<file path="src/rtl/zload_pkg.sv">
package zload_pkg;
  localparam int INSTR_W = 16;
  localparam int REG_AW  = 5;
  localparam int DISP_W  = 6;

  typedef enum logic [1:0] {FORM_POST, FORM_PRE, FORM_DISP} form_e;
  typedef enum logic [1:0] {ST_IDLE, ST_ISSUE, ST_DONE} st_e;

  typedef struct packed {
    logic              hit;
    form_e             form;
    logic [REG_AW-1:0] rd;
    logic [DISP_W-1:0] q;
    logic              ill;
  } dec_t;
endpackage

</file>
<file path="src/rtl/zload_decode.sv">
module zload_decode
  import zload_pkg::*;
(
  input  logic [INSTR_W-1:0] instr_i,
  output dec_t               dec_o
);
  logic is_post, is_pre, is_disp;

  assign is_post = (instr_i[15:9] == 7'b1001000) && (instr_i[3:0] == 4'b0001);
  assign is_pre  = (instr_i[15:9] == 7'b1001000) && (instr_i[3:0] == 4'b0010);
  // offset form: Z select is bit3 low, load is bit9 low
  assign is_disp = (instr_i[15:14] == 2'b10) && !instr_i[12] && !instr_i[9] && !instr_i[3];

  always_comb begin
    dec_o.hit  = is_post | is_pre | is_disp;
    dec_o.form = is_post ? FORM_POST : (is_pre ? FORM_PRE : FORM_DISP);
    dec_o.rd   = instr_i[8:4];
    dec_o.q    = {instr_i[13], instr_i[11:10], instr_i[2:0]};
    dec_o.ill  = (is_post | is_pre) && (&instr_i[8:5]);
  end
endmodule

</file>
<file path="src/rtl/zload_agen.sv">
module zload_agen
  import zload_pkg::*;
#(
  parameter bit SMALL_DS = 1'b0,
  parameter bit EXT_ADDR = 1'b0,
  parameter int PTR_W    = 16,
  parameter int XW       = 8
) (
  input  form_e                form_i,
  input  logic [PTR_W-1:0]     zp_i,
  input  logic [XW-1:0]        zx_i,
  input  logic [DISP_W-1:0]    q_i,
  output logic [PTR_W+XW-1:0]  addr_o,
  output logic [PTR_W+XW-1:0]  nptr_o
);
  localparam int FW = PTR_W + XW;
  localparam int LW = PTR_W / 2;

  logic unused_zx;
  assign unused_zx = ^zx_i;

  if (SMALL_DS) begin : g_small
    logic [LW-1:0] lo, nlo, alo;
    assign lo = zp_i[LW-1:0];
    always_comb begin
      nlo = lo;
      alo = lo;
      case (form_i)
        FORM_POST: nlo = lo + 1'b1;
        FORM_PRE:  begin nlo = lo - 1'b1; alo = nlo; end
        default:   alo = lo + LW'(q_i);
      endcase
    end
    assign addr_o = FW'(alo);
    assign nptr_o = FW'({zp_i[PTR_W-1:LW], nlo});
  end else begin : g_wide
    localparam int BW = EXT_ADDR ? FW : PTR_W;
    logic [BW-1:0] base, nb, ab;
    if (EXT_ADDR) begin : g_ext
      assign base = {zx_i, zp_i};
    end else begin : g_noext
      assign base = zp_i;
    end
    always_comb begin
      nb = base;
      ab = base;
      case (form_i)
        FORM_POST: nb = base + 1'b1;
        FORM_PRE:  begin nb = base - 1'b1; ab = nb; end
        default:   ab = base + BW'(q_i);
      endcase
    end
    assign addr_o = FW'(ab);
    assign nptr_o = FW'(nb);
  end
endmodule

</file>
<file path="src/rtl/zload_unit.sv">
module zload_unit
  import zload_pkg::*;
#(
  parameter bit SMALL_DS = 1'b0,
  parameter bit EXT_ADDR = 1'b0,
  parameter int PTR_W    = 16,
  parameter int XW       = 8,
  parameter int DW       = 8
) (
  input  logic                clk_i,
  input  logic                rst_ni,
  input  logic                instr_valid_i,
  input  logic [INSTR_W-1:0]  instr_i,
  input  logic [PTR_W-1:0]    zp_i,
  input  logic [XW-1:0]       zx_i,
  output logic                busy_o,
  output logic                mem_req_o,
  output logic [PTR_W+XW-1:0] mem_addr_o,
  input  logic [DW-1:0]       mem_rdata_i,
  output logic                rd_we_o,
  output logic [REG_AW-1:0]   rd_addr_o,
  output logic [DW-1:0]       rd_data_o,
  output logic                zp_we_o,
  output logic [PTR_W-1:0]    zp_wdata_o,
  output logic                zx_we_o,
  output logic [XW-1:0]       zx_wdata_o,
  output logic                done_o,
  output logic                illegal_o
);
  localparam int FW     = PTR_W + XW;
  localparam bit EXT_WB = EXT_ADDR && !SMALL_DS;

  dec_t            dec;
  logic [FW-1:0]   addr_d, nptr_d;
  st_e             st_q;
  logic [FW-1:0]   addr_q, nptr_q;
  logic [REG_AW-1:0] rd_q;
  logic            wb_q, ill_q;
  logic            accept;

  zload_decode u_dec (
    .instr_i (instr_i),
    .dec_o   (dec)
  );

  zload_agen #(
    .SMALL_DS (SMALL_DS),
    .EXT_ADDR (EXT_ADDR),
    .PTR_W    (PTR_W),
    .XW       (XW)
  ) u_agen (
    .form_i (dec.form),
    .zp_i   (zp_i),
    .zx_i   (zx_i),
    .q_i    (dec.q),
    .addr_o (addr_d),
    .nptr_o (nptr_d)
  );

  assign accept = instr_valid_i && dec.hit && (st_q == ST_IDLE);

  always_ff @(posedge clk_i or negedge rst_ni) begin
    if (!rst_ni) begin
      st_q   <= ST_IDLE;
      addr_q <= '0;
      nptr_q <= '0;
      rd_q   <= '0;
      wb_q   <= 1'b0;
      ill_q  <= 1'b0;
    end else begin
      case (st_q)
        ST_IDLE: if (accept) begin
          st_q   <= ST_ISSUE;
          addr_q <= addr_d;
          nptr_q <= nptr_d;
          rd_q   <= dec.rd;
          wb_q   <= (dec.form != FORM_DISP);
          ill_q  <= dec.ill;
        end
        ST_ISSUE: st_q <= ST_DONE;
        default:  st_q <= ST_IDLE;
      endcase
    end
  end

  assign busy_o     = (st_q != ST_IDLE);
  assign mem_req_o  = (st_q == ST_ISSUE);
  assign mem_addr_o = addr_q;
  assign done_o     = (st_q == ST_DONE);
  assign rd_we_o    = done_o;
  assign rd_addr_o  = rd_q;
  assign rd_data_o  = mem_rdata_i;
  assign zp_we_o    = done_o && wb_q;
  assign zp_wdata_o = nptr_q[PTR_W-1:0];
  assign zx_we_o    = done_o && wb_q && EXT_WB;
  assign zx_wdata_o = nptr_q[FW-1:PTR_W];
  assign illegal_o  = done_o && ill_q;
endmodule

</file>
<file path="config.mk">
export PLATFORM = sky130hd
export DESIGN_NAME = zload_unit
export DESIGN_NICKNAME = d
export VERILOG_FILES = /design/src/rtl/zload_pkg.sv /design/src/rtl/zload_decode.sv /design/src/rtl/zload_agen.sv /design/src/rtl/zload_unit.sv
export SDC_FILE = /design/constraint.sdc
export NUM_CORES = 1
export LEC_CHECK = 0
export BUFFER_PORTS_ARGS = -buffer_cell sky130_fd_sc_hd__buf_2
export CAP_MARGIN = 40
export CORE_ASPECT_RATIO = 1.2
export CORE_UTILIZATION = 35
export CTS_CLUSTER_DIAMETER = 120
export DETAILED_ROUTE_END_ITERATION = 6
export SLEW_MARGIN = 20
export SYNTH_ARGS = -nofsm -noshare
export SYNTH_HDL_FRONTEND = slang
export SYNTH_SLANG_ARGS = --single-unit
</file>
<file path="constraint.sdc">
create_clock -name clk_i -period 1.5 [get_ports clk_i]
set_input_delay 0.075 -clock clk_i [delete_from_list [all_inputs] [get_ports clk_i]]
set_output_delay 0.075 -clock clk_i [all_outputs]
set_load 0.05 [all_outputs]
</file>
Word-level counts from Yosys, hierarchy flattened

Cells that the tools add are included.

Reductions and logical operators: 18
Bitwise gates (word level): 2
Mux-type cells: 6
$add $sub $neg: 3
Equality and inequality tests: 9

Operator list:

| cell                                               | number |
|---|---|
| case mux 16 bit (2 select lines)                   | 2 |
| adder 16 x 1 -> 16 bit, second input constant      | 1 |
| adder 16 x 6 -> 16 bit                             | 1 |
| subtractor 16 x 1 -> 16 bit, second input constant | 1 |
| logical AND 1 bit                                  | 10 |
| == test 7 bit, second input constant               | 1 |
| 2-to-1 mux 2 bit                                   | 3 |
| == test 2 x 1 -> 1 bit, second input constant      | 2 |
| == test 2 bit, second input constant               | 2 |
| == test 4 x 1 -> 1 bit, second input constant      | 1 |
| == test 4 x 2 -> 1 bit, second input constant      | 1 |
| logical NOT 2 bit                                  | 2 |
| inequality test 2 bit, second input constant       | 2 |
| case mux 2 bit (2 select lines)                    | 1 |
| AND reduction 4 bit                                | 1 |
| logical NOT 1 bit                                  | 3 |
| bitwise OR 1 bit                                   | 2 |
| AND reduction 2 bit                                | 1 |
| nonzero test 2 bit                                 | 1 |

Output and inout bits: 68
Input port bits: 51
Bits in registers: 41
Word-level logic and storage cells: 44

Longest topological paths before layout

Gate-level depths: netlist (run 1).

Depth after elaboration: 9
Gate-level depth with buffers: 8
Depth with buffers taken out: 7

Cells and area by module

A second synthesis (run 1) with hierarchy kept.

Cells, all modules: 356
Area total of the unflattened synthesis: 3781.1 sq um

By module, submodules not included:

| module       | cells an instance | seq. area each (sq um) | area an instance (sq um) | instances |
|---|---|---|---|---|
| zload_unit   | 137               | 1426.4                 | 2242.2                   | 1 |
| zload_agen   | 198               | 0.0                    | 1367.6                   | 1 |
| zload_decode | 21                | 0.0                    | 171.4                    | 1 |

Least setup slack after synthesis (run 1)

Ideal clock, no wire load.

Kind: input to register
From: input port zp_i[0]
To: register addr_q[14] (netlist: mem_addr_o[14])
Path buffers: 1
Data arrival time: 1.729 ns
Required time: 1.373 ns
Cell stages on the path: 8
Setup slack: -0.356 ns
Library setup time: 0.127 ns
Cell sequence: clkbuf_1 > inv_1 > ha_1 > nor4b_1 > nand4_1 > a211o_1 > a21oi_1 > a31oi_1

Word-level cells in the longest chain between the ends: 2
Elaborated cells on any way between the ends: 3
Those cells by class: add/sub (2); mux (1)

Ends and longest elaborated chain:

| what                                                                  | RTL line                           | text |
|---|---|---|
| start, declared                                                       | zload_unit.sv:14                   | `input logic [PTR_W-1:0] zp_i,` |
| adder 16 x 6 -> 16 bit or subtractor 16 x 1 -> 16 bit (tied branches) | zload_agen.sv:50, zload_agen.sv:49 |  |
| case mux 16 bit (2 select lines) *                                    | zload_agen.sv:47                   | `case (form_i)` |
| end signal, assigned                                                  | zload_unit.sv:74                   | `addr_q <= addr_d;` |
| end, declared                                                         | zload_unit.sv:36                   | `logic [FW-1:0] addr_q, nptr_q;` |

Every way passes the cells marked *; elsewhere a longest branch is shown, timed or not.
A chain may end at the register's enable or synchronous reset.

Final worst setup path (run 1)

From: register st_q[0]
To: register addr_q[0] (netlist: mem_addr_o[0])

Word-level cells in the longest chain between the ends: 3

Ends and longest elaborated chain:

| what                                   | RTL line                           | text |
|---|---|---|
| start, declared                        | zload_unit.sv:35                   | `st_e st_q;` |
| start signal, assigned                 | zload_unit.sv:64                   | `st_q <= ST_IDLE;` |
| start signal, assigned                 | zload_unit.sv:73                   | `st_q <= ST_ISSUE;` |
| start signal, assigned                 | zload_unit.sv:80                   | `ST_ISSUE: st_q <= ST_DONE;` |
| logical NOT 2 bit *                    | zload_unit.sv:60, zload_unit.sv:71 |  |
| logical AND 1 bit                      | zload_unit.sv:60                   | `assign accept = instr_valid_i && dec.hit && (st_q == ST_IDLE);` |
| AND reduction 2 bit (no source line) * | -                                  |  |

Marks and branches as above.

==> results of run 1 <==
cell type report:
cell class,count,area share (%)
clock buffer,5,1.34
clock inverter,3,1.26
timing repair buffer,186,29.1
tap,120,2.92
sequential,41,19.9
multi-input combinational,311,44.5
inverter,10,0.973
final timing paths:
kind	start	endpoint	slack (ns)	cells after the start
max	st_q[0]	mem_addr_o[0]	-0.009	6
min	zp_i[15]	nptr_q[15]	0.09	3
max reg2reg	st_q[0]	mem_addr_o[0]	-0.009	6
min reg2reg	rd_addr_o[0]	rd_addr_o[0]	0.47	2
max in group asynchronous	rst_ni	mem_addr_o[7]	0.74	3
min in group asynchronous	rst_ni	nptr_q[1]	0.37	3
sequential cells by signal, summed over array words and instances, names as in the netlist:
| name | count |
|---|---|
| mem_addr_o | 16 |
| nptr_q | 16 |
| rd_addr_o | 5 |
| st_q | 2 |
| ill_q | 1 |
| wb_q | 1 |
cell families after synthesis:
group	count (synthesis)
adders and majority gates	9
DFF	41
AOI/OAI and AO/OA	109
other	1
buffers and inverters	67
xor gates and xnor gates	19
muxes	2
and+or+nand+nor	155
cells in the mapped netlist, types with 6 or more instances:
master and number:
a211oi_1 9, buf_4 27, inv_1 9, nand3_1 17
nor3_1 13, nor2_1 28, dfrtp_1 41, a21oi_1 19
clkbuf_1 16, and2_1 6, nor4_1 6, o21ai_0 29
xor2_1 7, ha_1 8, nand4_1 6, buf_2 14
xnor2_1 12, or3_1 7, a31oi_1 13, nand2_1 45
power groups by stage:
stage	Clock (uW)	Combinational (uW)	Sequential, uW
after CTS	1110	1960	1440
final	1090	2050	1440
after detailed placement	0	1920	1460
after floorplan	0	656	2230
after global routing	1150	2180	1470
after global placement	0	1910	1450
through the flow:
step	setup slack (ns)	hold WS, ns	total power, uW	instance area [sq um]	setup TNS, ns
finish	-0.00860	0.0923	4580	5150	-0.0323
global route	-0.0627	0.118	4800	5150	-0.885
floorplan	-0.0773	-0.221	2890	3490	-0.180
CTS	-0.0515	0.0839	4510	4770	-0.137
detailed placement	-0.378	0.150	3380	4420	-8.18
global placement	-0.349	0.150	3360	4420	-7.40
worst max-delay path, stage by stage (launching register included):
cell     delay [ns]
dfrtp_1        0.41
nor2_4         0.15
nand3_2        0.09
a21o_4         0.26
buf_12         0.17
buf_6          0.14
o31ai_4        0.22
metal layers:
metal  share of wire, %  up-vias  track usage (%)
li1                   -     1729                -
met1                 43     1730             30.0
met2                 50      132             40.9
met3                5.6       18             3.48
met4                2.0        0             7.14
met5                  0        -                0
timing repair:
action	CTS	global route
pin swaps	2	30
setup buffers	3	9
gates cloned	2	2
hold buffers	6	0
gates resized for setup	21	67
endpoints found under the hold margin	46	0
setup endpoints to repair	33	34
==> results.sh, run 1 <==
export IMPL_cts_htree_levels=2
export IMPL_synthXorXnorAreaFrac_pct=5.15
export IMPL_worstSetupStartpointType="register"
export IMPL_ys_ff_latch=41
export IMPL_endpoint_kind="register"
export IMPL_required_ns=1.74
export IMPL_ir_drop_v=0.000458
export IMPL_drt_pass1_iter_count=5
export IMPL_layout_common_cells="buf_4 (84), buf_2 (69), nand2_1 (42), dfrtp_1 (41), nor2_1 (27)"
export IMPL_gp_congestion=0.901
export IMPL_cts_sinks=41
export IMPL_power_net_switching_uw=1980
export IMPL_antenna_found_initial=0
export IMPL_vias=3609
export IMPL_netlist_instances=403
export IMPL_critical_path_arrival_ns=1.75
export IMPL_synth_adder_area_share_pct=3.72
export IMPL_hold_path_class="in -> reg"
export IMPL_vias_per_cell=5.34
export IMPL_synth_area_mux_share_pct=0.658
export IMPL_rsz0062_at_grt="true"
export IMPL_drc_errors=0
export IMPL_yosys_warnings=0
export IMPL_ctsLongestPathBuffers=2
export IMPL_fillCellCount=811
export IMPL_yosysTopAreaCell="dfrtp_1"
export IMPL_start_util_pct=36.0
export IMPL_pwr_share_comb_pct=44.8
export IMPL_multiInputGateArea_sq_um=2290
export IMPL_finalCriticalPeriod_ns=1.51
export IMPL_dp_cells=646
export IMPL_clock_skew_ns=0.0136
export IMPL_regArea_sq_um=1030
export IMPL_wl_per_cell_microns=16.9
export IMPL_fp_dieH_microns=107
export IMPL_die_x_microns=89.7
export IMPL_ant_nets=0
export IMPL_die_area_sq_um=9620
export IMPL_synth_area_per_cell_sq_um=8.02
export IMPL_clk_pin_slew_worst_paths_ns=0.09
export IMPL_setup_viol=5
export IMPL_antenna_cells=0
export IMPL_worst_pin_slew_ns=0.555
export IMPL_status="finished with violations"
export IMPL_cts_made_buffers=5
export IMPL_power_density_nw_per_um2=890
export IMPL_clk_latency_ns=0.32
export IMPL_layout_drive_gt1_share_pct=44.2
export IMPL_layout_core_utilization_pct=57.3
export IMPL_core_rowCount=38
export IMPL_synth_top_family_by_area="simple AND/OR/NAND/NOR gates"
export IMPL_slew_headroom_pct=63.0
export IMPL_worstPathMaxFanout=9
export IMPL_critPathKind="reg -> reg"
export IMPL_finalCritPeriodShare_pct=101
export IMPL_grt_pass1_wl_mm=17.7
export IMPL_leakage_uw=0.00236
export IMPL_core_area_sq_um=8990
export IMPL_area_growth_pct=59.3
export IMPL_hold_viol_final=0
export IMPL_sw_frac_of_total_pct=43.2
export IMPL_violations="setup timing"
export IMPL_drt_wl_total_mm=11.4
export IMPL_final_cells=676
export IMPL_p_int_uw=2600
export IMPL_synth_simple_area_share_pct=25.1
export IMPL_synth_cell_types=58
export IMPL_synth_area_sq_um=3230
export IMPL_synth_edf_count=0
export IMPL_first_global_vias=3408
export IMPL_ys_seq_area_share_pct=31.8
export IMPL_drv_cap=0
export IMPL_max_freq_ghz=0.663
export IMPL_synth_top_area_share_pct=31.8
export IMPL_worst_slack_ns=-0.00860
export IMPL_synth_compound_area_share_pct=22.0
export IMPL_port_buffers=77
export IMPL_final_common_cell="buf_4"
export IMPL_synth_async_reset_ratio_pct=100
export IMPL_ios=119
export IMPL_dp_hpwl_mm=8.29
export IMPL_clock_power_share_pct=23.8
export IMPL_grt_start_max_net_pins=42
export IMPL_fin_nets=615
export IMPL_slew_viol_final=0
export IMPL_netlist_top_cells_area="dfrtp_1 (32%), buf_4 (6.3%), nand2_1 (5.2%)"
export IMPL_track_usage_pct=23.5
export IMPL_tritoncts="built"
export IMPL_drt_iter0_drc=264
export IMPL_power_frac_seq_pct=31.4
export IMPL_cts_root_buf="clkbuf_8"
export IMPL_synth_ff_type="dfrtp_1"
export IMPL_grt_ovfl_total=0
No activity file was read; power rests on OpenSTA's default activity.
==> run 2, diff against run 1 <==
--- a/config.mk
+++ b/config.mk
@@ -8,7 +8,7 @@
 export BUFFER_PORTS_ARGS = -buffer_cell sky130_fd_sc_hd__buf_2
 export CAP_MARGIN = 40
 export CORE_ASPECT_RATIO = 1.2
-export CORE_UTILIZATION = 35
+export CORE_UTILIZATION = 30
 export CTS_CLUSTER_DIAMETER = 120
 export DETAILED_ROUTE_END_ITERATION = 6
 export SLEW_MARGIN = 20
==> run 2 against run 1 <==
The run still ends with setup timing left. Cell count up 1.3%. Wire length rose by 4.9%. Clock skew down 0.010 ns. Critical path type is now in -> reg. Critical endpoint is now mem_addr_o[14].
==> results.sh, run 2 (same netlist as run 1, synthesis figures left out) <==
export IMPL_vias_per_cell=5.30
export IMPL_grt_ovfl_total=0
export IMPL_core_rowCount=41
export IMPL_hold_viol_final=0
export IMPL_layout_core_utilization_pct=50.6
export IMPL_drt_iter0_drc=300
export IMPL_status="finished with violations"
export IMPL_gp_congestion=0.937
export IMPL_clock_power_share_pct=29.1
export IMPL_die_x_microns=96.7
export IMPL_layout_drive_gt1_share_pct=46.2
export IMPL_crit_family="simple AND/OR/NAND/NOR gates"
export IMPL_drt_pass1_iter_count=6
export IMPL_power_density_nw_per_um2=936
export IMPL_finalCriticalPeriod_ns=1.53
export IMPL_placed_area_sq_um=4440
export IMPL_port_buffers=77
export IMPL_ant_nets=0
export IMPL_cts_htree_levels=2
export IMPL_clock_skew_ns=0.00355
export IMPL_vias=3630
export IMPL_p_int_uw=2920
export IMPL_wl_per_cell_microns=17.5
export IMPL_violations="setup timing"
export IMPL_grt_pass1_wl_mm=17.6
export IMPL_final_common_cell="buf_4"
export IMPL_path_cells="buf_4 -> inv_1 -> ha_2 -> nor4b_4 -> nand4_1 -> buf_4 -> o21ai_1 -> a21oi_2 -> a31oi_1"
export IMPL_cts_made_buffers=5
export IMPL_crit_top_cell="buf_4"
export IMPL_endpoint_kind="register"
export IMPL_hold_path_class="in -> reg"
export IMPL_drv_cap=0
export IMPL_core_area_sq_um=10500
export IMPL_tritoncts="built"
export IMPL_final_area_sq_um=5320
export IMPL_drt_wl_total_mm=12.0
export IMPL_clk_pin_slew_worst_paths_ns=0.07
export IMPL_pwr_share_comb_pct=41.6
export IMPL_antenna_found_initial=0
export IMPL_first_global_vias=3346
export IMPL_cp_num_buf_inv=3
export IMPL_critPathKind="in -> reg"
export IMPL_slew_viol_final=0
export IMPL_track_usage_pct=20.0
export IMPL_critical_path_arrival_ns=1.74
export IMPL_layout_common_cells="buf_4 (83), buf_2 (65), dfrtp_1 (41), nand2_1 (34), nor2_1 (27)"
export IMPL_die_area_sq_um=11200
export IMPL_start_util_pct=30.7
export IMPL_required_ns=1.71
export IMPL_ctsLongestPathBuffers=2
export IMPL_fillCellCount=1006
export IMPL_fin_nets=615
export IMPL_finalCritPeriodShare_pct=102
export IMPL_worst_slack_ns=-0.0334
export IMPL_worstSetupStartpointType="primary input"
export IMPL_sw_frac_of_total_pct=41.4
export IMPL_ios=119
export IMPL_cts_root_buf="clkbuf_16"
export IMPL_dp_slack_ns=-0.318
export IMPL_dp_hpwl_mm=8.35
export IMPL_drc_errors=0
export IMPL_fin_hold_ws_ns=0.0125
export IMPL_crit_slowest_cell="nor4b_4"
export IMPL_fp_dieH_microns=116
export IMPL_max_freq_ghz=0.652
export IMPL_area_growth_pct=64.7
export IMPL_cts_sinks=41
export IMPL_max_stage_delay_ns=0.36
export IMPL_antenna_cells=0
export IMPL_power_net_switching_uw=2060
export IMPL_power_frac_seq_pct=29.3
export IMPL_clk_latency_ns=0.29
export IMPL_ir_drop_v=0.000597
export IMPL_grt_start_max_net_pins=25
export IMPL_worstPathMaxFanout=6
export IMPL_rsz0062_at_grt="true"
export IMPL_leakage_uw=0.00241
export IMPL_setup_viol=5
-- run 2: worst paths after layout --
kind,end,slack [ns],cells past startpoint,start
setup / recovery,mem_addr_o[14],-0.03,9,zp_i[1]
hold / removal,rd_addr_o[3],0.01,3,instr_i[7]
setup reg to reg,nptr_q[12],-0.02,6,st_q[0]
hold reg to reg,rd_addr_o[1],0.47,2,rd_addr_o[1]
max in group asynchronous,mem_addr_o[12],0.66,3,rst_ni
min in group asynchronous,mem_addr_o[15],0.28,2,rst_ni
-- run 2: per-layer routing --
layer	global-route usage [%]	share of wire (%)	vias to the layer above
li1	-	-	1726
met4	7.86	1.9	0
met5	0	0	-
met2	34.3	50	139
met1	25.6	44	1746
met3	2.53	4.3	19
-- run 2: cell type report --
| class | count | area (sq um) | share of cell area, % |
|---|---|---|---|
| Clock buffer | 5 | 125 | 2.35 |
| Clock inverter | 3 | 68.8 | 1.29 |
| Inverter | 10 | 50.0 | 0.941 |
| Multi-Input combinational cell | 311 | 2320 | 43.5 |
| Sequential cell | 41 | 1030 | 19.3 |
| Tap cell | 129 | 161 | 3.03 |
| Timing Repair Buffer | 186 | 1570 | 29.6 |
-- run 2: timing repair --
item | 4_1_cts | 5_1_grt
cloned | 1 | 7
endpoints found under the setup margin | 33 | 32
hold endpoints to repair | 22 | 0
pin swaps | 10 | 47
hold buffers | 4 | 0
setup buffers | 4 | 7
resized for setup | 22 | 87
-- run 2: stage by stage --
step	power, uW	std cells	setup TNS (ns)
after floorplan	2890	419	-0.180
after global placement	3390	655	-7.17
after detailed placement	3400	655	-7.37
after CTS	4890	672	-0.0332
after global routing	5210	685	-0.957
final	4980	685	-0.0772
-- run 2: worst register-to-register path: stages (launching register included) --
cell and delay, ns:
dfrtp_1 0.40, nor2_4 0.15, nand3_2 0.10, a21o_4 0.26, clkinv_8 0.10, o21ai_4 0.07
o32a_1 0.32
-- run 2: power groups by stage --
stage	Clock, uW	Combinational (uW)	Sequential (uW)
after CTS	1470	1970	1450
after global routing	1530	2200	1480
final	1450	2070	1460
after floorplan	0	656	2230
after global placement	0	1930	1460
after detailed placement	0	1940	1460
==> run 3, diff against run 2 <==
--- a/config.mk
+++ b/config.mk
@@ -11,6 +11,7 @@
 export CORE_UTILIZATION = 30
 export CTS_CLUSTER_DIAMETER = 120
 export DETAILED_ROUTE_END_ITERATION = 6
+export PLACE_DENSITY_LB_ADDON = 0.3
 export SLEW_MARGIN = 20
 export SYNTH_ARGS = -nofsm -noshare
 export SYNTH_HDL_FRONTEND = slang
==> run 3 against run 2 <==
The flow still finishes with violations (setup timing). Die area is the same. Setup slack got worse by 0.064 ns. Maximum frequency is 4.0% lower. First-iteration DRC count is 37% lower. Power hardly changed. Non-clock buffer count up 8. Clock power is 3% lower. Via count decreased by 0.36%. Register-to-register slack worse by 0.05 ns. Combinational power barely moved. Flip-flop and latch count stayed put. Cell count is 1.2% higher. Critical path type unchanged. Critical endpoint is now mem_addr_o[11]. Highest routed layer unchanged.
==> results.sh, run 3 (same netlist as run 1, synthesis figures left out) <==
export IMPL_status="finished with violations"
export IMPL_violations="setup timing"
export IMPL_port_buffers=77
export IMPL_hold_depth=3
export IMPL_antenna_cells=0
export IMPL_hold_path_class="in -> reg"
export IMPL_cts_made_buffers=5
export IMPL_multiInputGateArea_sq_um=2340
export IMPL_worstSetupStartpointType="primary input"
export IMPL_vias_per_cell=5.22
export IMPL_dp_slack_ns=-0.441
export IMPL_worst_slack_ns=-0.0974
export IMPL_gp_congestion=0.914
export IMPL_clock_skew_ns=0.00591
export IMPL_drt_iter0_drc=190
export IMPL_grt_pass1_wl_mm=17.6
export IMPL_required_ns=1.71
export IMPL_area_growth_pct=66.8
export IMPL_crit_top_cell="o211ai_1"
export IMPL_rr_worst_depth=6
export IMPL_regArea_sq_um=1030
export IMPL_track_usage_pct=20.2
export IMPL_grt_start_max_net_pins=42
export IMPL_fin_nets=623
export IMPL_hold_viol_final=0
export IMPL_drc_errors=0
export IMPL_r2r_start="st_q[1]"
export IMPL_layout_common_cells="buf_4 (92), buf_2 (65), dfrtp_1 (41), nand2_1 (29), nor2_1 (25)"
export IMPL_fp_dieH_microns=116
export IMPL_cp_num_buf_inv=1
export IMPL_clk_latency_ns=0.29
export IMPL_fin_setup_tns_ns=-0.152
export IMPL_layout_drive_gt1_share_pct=48.2
export IMPL_power_density_nw_per_um2=925
export IMPL_fillCellCount=993
export IMPL_wl_per_cell_microns=17.4
export IMPL_cts_htree_levels=2
export IMPL_endpoint_kind="register"
export IMPL_rsz0062_at_grt="true"
export IMPL_cts_sinks=41
export IMPL_final_common_cell="buf_4"
export IMPL_r2r_setup_slack_ns=-0.07
export IMPL_ios=119
export IMPL_ir_drop_v=0.000411
export IMPL_ctsLongestPathBuffers=2
export IMPL_fin_total_pwr_uw=4980
export IMPL_cts_root_buf="clkbuf_16"
export IMPL_whs_endpoint="rd_addr_o[4]"
export IMPL_die_x_microns=96.7
export IMPL_drt_pass1_iter_count=5
export IMPL_first_global_vias=3414
export IMPL_start_util_pct=30.7
export IMPL_r2r_end="mem_addr_o[11]"
export IMPL_crit_family="compound AO/OA/AOI/OAI gates"
export IMPL_setup_viol=4
export IMPL_clk_pin_slew_worst_paths_ns=0.06
export IMPL_max_freq_ghz=0.626
export IMPL_vias=3617
export IMPL_drt_wl_total_mm=12.0
export IMPL_slew_viol_final=0
export IMPL_leakage_uw=0.00244
export IMPL_grt_ovfl_total=0
export IMPL_finalCritPeriodShare_pct=106
export IMPL_critical_path_arrival_ns=1.80
export IMPL_drv_cap=0
export IMPL_path_cells="buf_8 -> ha_4 -> o211ai_1 -> o211ai_1 -> nand2_1 -> or4_4 -> a31oi_1"
export IMPL_antenna_found_initial=0
export IMPL_crit_slowest_cell="or4_4"
export IMPL_finalCriticalPeriod_ns=1.60
export IMPL_max_stage_delay_ns=0.49
export IMPL_tritoncts="built"
export IMPL_ant_nets=0
export IMPL_dp_hpwl_mm=8.65
export IMPL_core_rowCount=41
export IMPL_worstPathMaxFanout=3
export IMPL_die_area_sq_um=11200
export IMPL_core_area_sq_um=10500
export IMPL_critPathKind="in -> reg"
export IMPL_hp_start="instr_i[8]"
run 3: changes by cell type in the layout (fill, tap and decap cells not counted), moves of 4 or more:
cell / delta
nand2_1: -5
a21oi_1: -4
nand2_2: +5
buf_4: +9
run 3: timing repair:
item / 4_1_cts / 5_1_grt
cloned: 1 / 7
pin swaps: 23 / 33
hold buffers: 3 / 0
endpoints found under the hold margin: 43 / 0
gates resized for setup: 47 / 74
buffers inserted: 5 / 9
setup endpoints to repair: 37 / 40
run 3: per-layer routing:
layer,share of wire (%),routed length [microns],global-route usage [%]
met1,43,5130,24.8
met4,1.4,163,6.47
met2,51,6190,36.3
met5,0,0,0
met3,4.6,559,3.14
run 3: layout make-up:
| type | count | area share (%) |
|---|---|---|
| multi-input cells | 311 | 43.4 |
| inverters | 10 | 0.929 |
| clock inverters | 3 | 1.21 |
| well taps | 129 | 3.00 |
| repair buffers | 194 | 30.1 |
| clock buffers | 5 | 2.32 |
| flip-flops and latches | 41 | 19.0 |
run 3: worst max-delay path by stage:
stage | start | to | slack (ns) | cells past startpoint
6_report | instr_i[11] | mem_addr_o[11] | -0.1 | 7
5_1_grt | st_q[1] | mem_addr_o[11] | -0.21 | 6
4_1_cts | instr_i[11] | mem_addr_o[11] | -0.09 | 7
3_5_place_dp | instr_i[2] | mem_addr_o[11] | -0.44 | 7
3_3_place_gp | instr_i[2] | mem_addr_o[11] | -0.39 | 7
2_1_floorplan | zp_i[2] | mem_addr_o[11] | -0.08 | 6
run 3: power by group:
| group | internal [uW] | switching, uW | leakage [uW] | total, uW |
|---|---|---|---|---|
| registers | 1330 | 152 | 0.000513 | 1480 |
| clock network | 951 | 462 | 0.0000938 | 1410 |
| logic | 648 | 1440 | 0.00183 | 2090 |
| total | 2920 | 2060 | 0.00244 | 4980 |
run 3: worst reg2reg max path, stage by stage, from the launching register on:
cell	delay, ns
dfrtp_1	0.41
nor2_4	0.14
nand3_2	0.09
a21o_4	0.26
buf_12	0.17
a211oi_1	0.23
a31oi_1	0.13
run 3: stage by stage:
step / hold WS [ns] / util [%] / area [sq um] / std cells
global placement: 0.0666 / 42.4 / 4450 / 662
finish: 0.00600 / 51.2 / 5390 / 693
CTS: 0.00202 / 46.7 / 4910 / 677
floorplan: -0.221 / - / 3490 / 419
detailed placement: 0.0719 / 42.4 / 4450 / 662
global route: 0.0189 / 51.2 / 5390 / 693
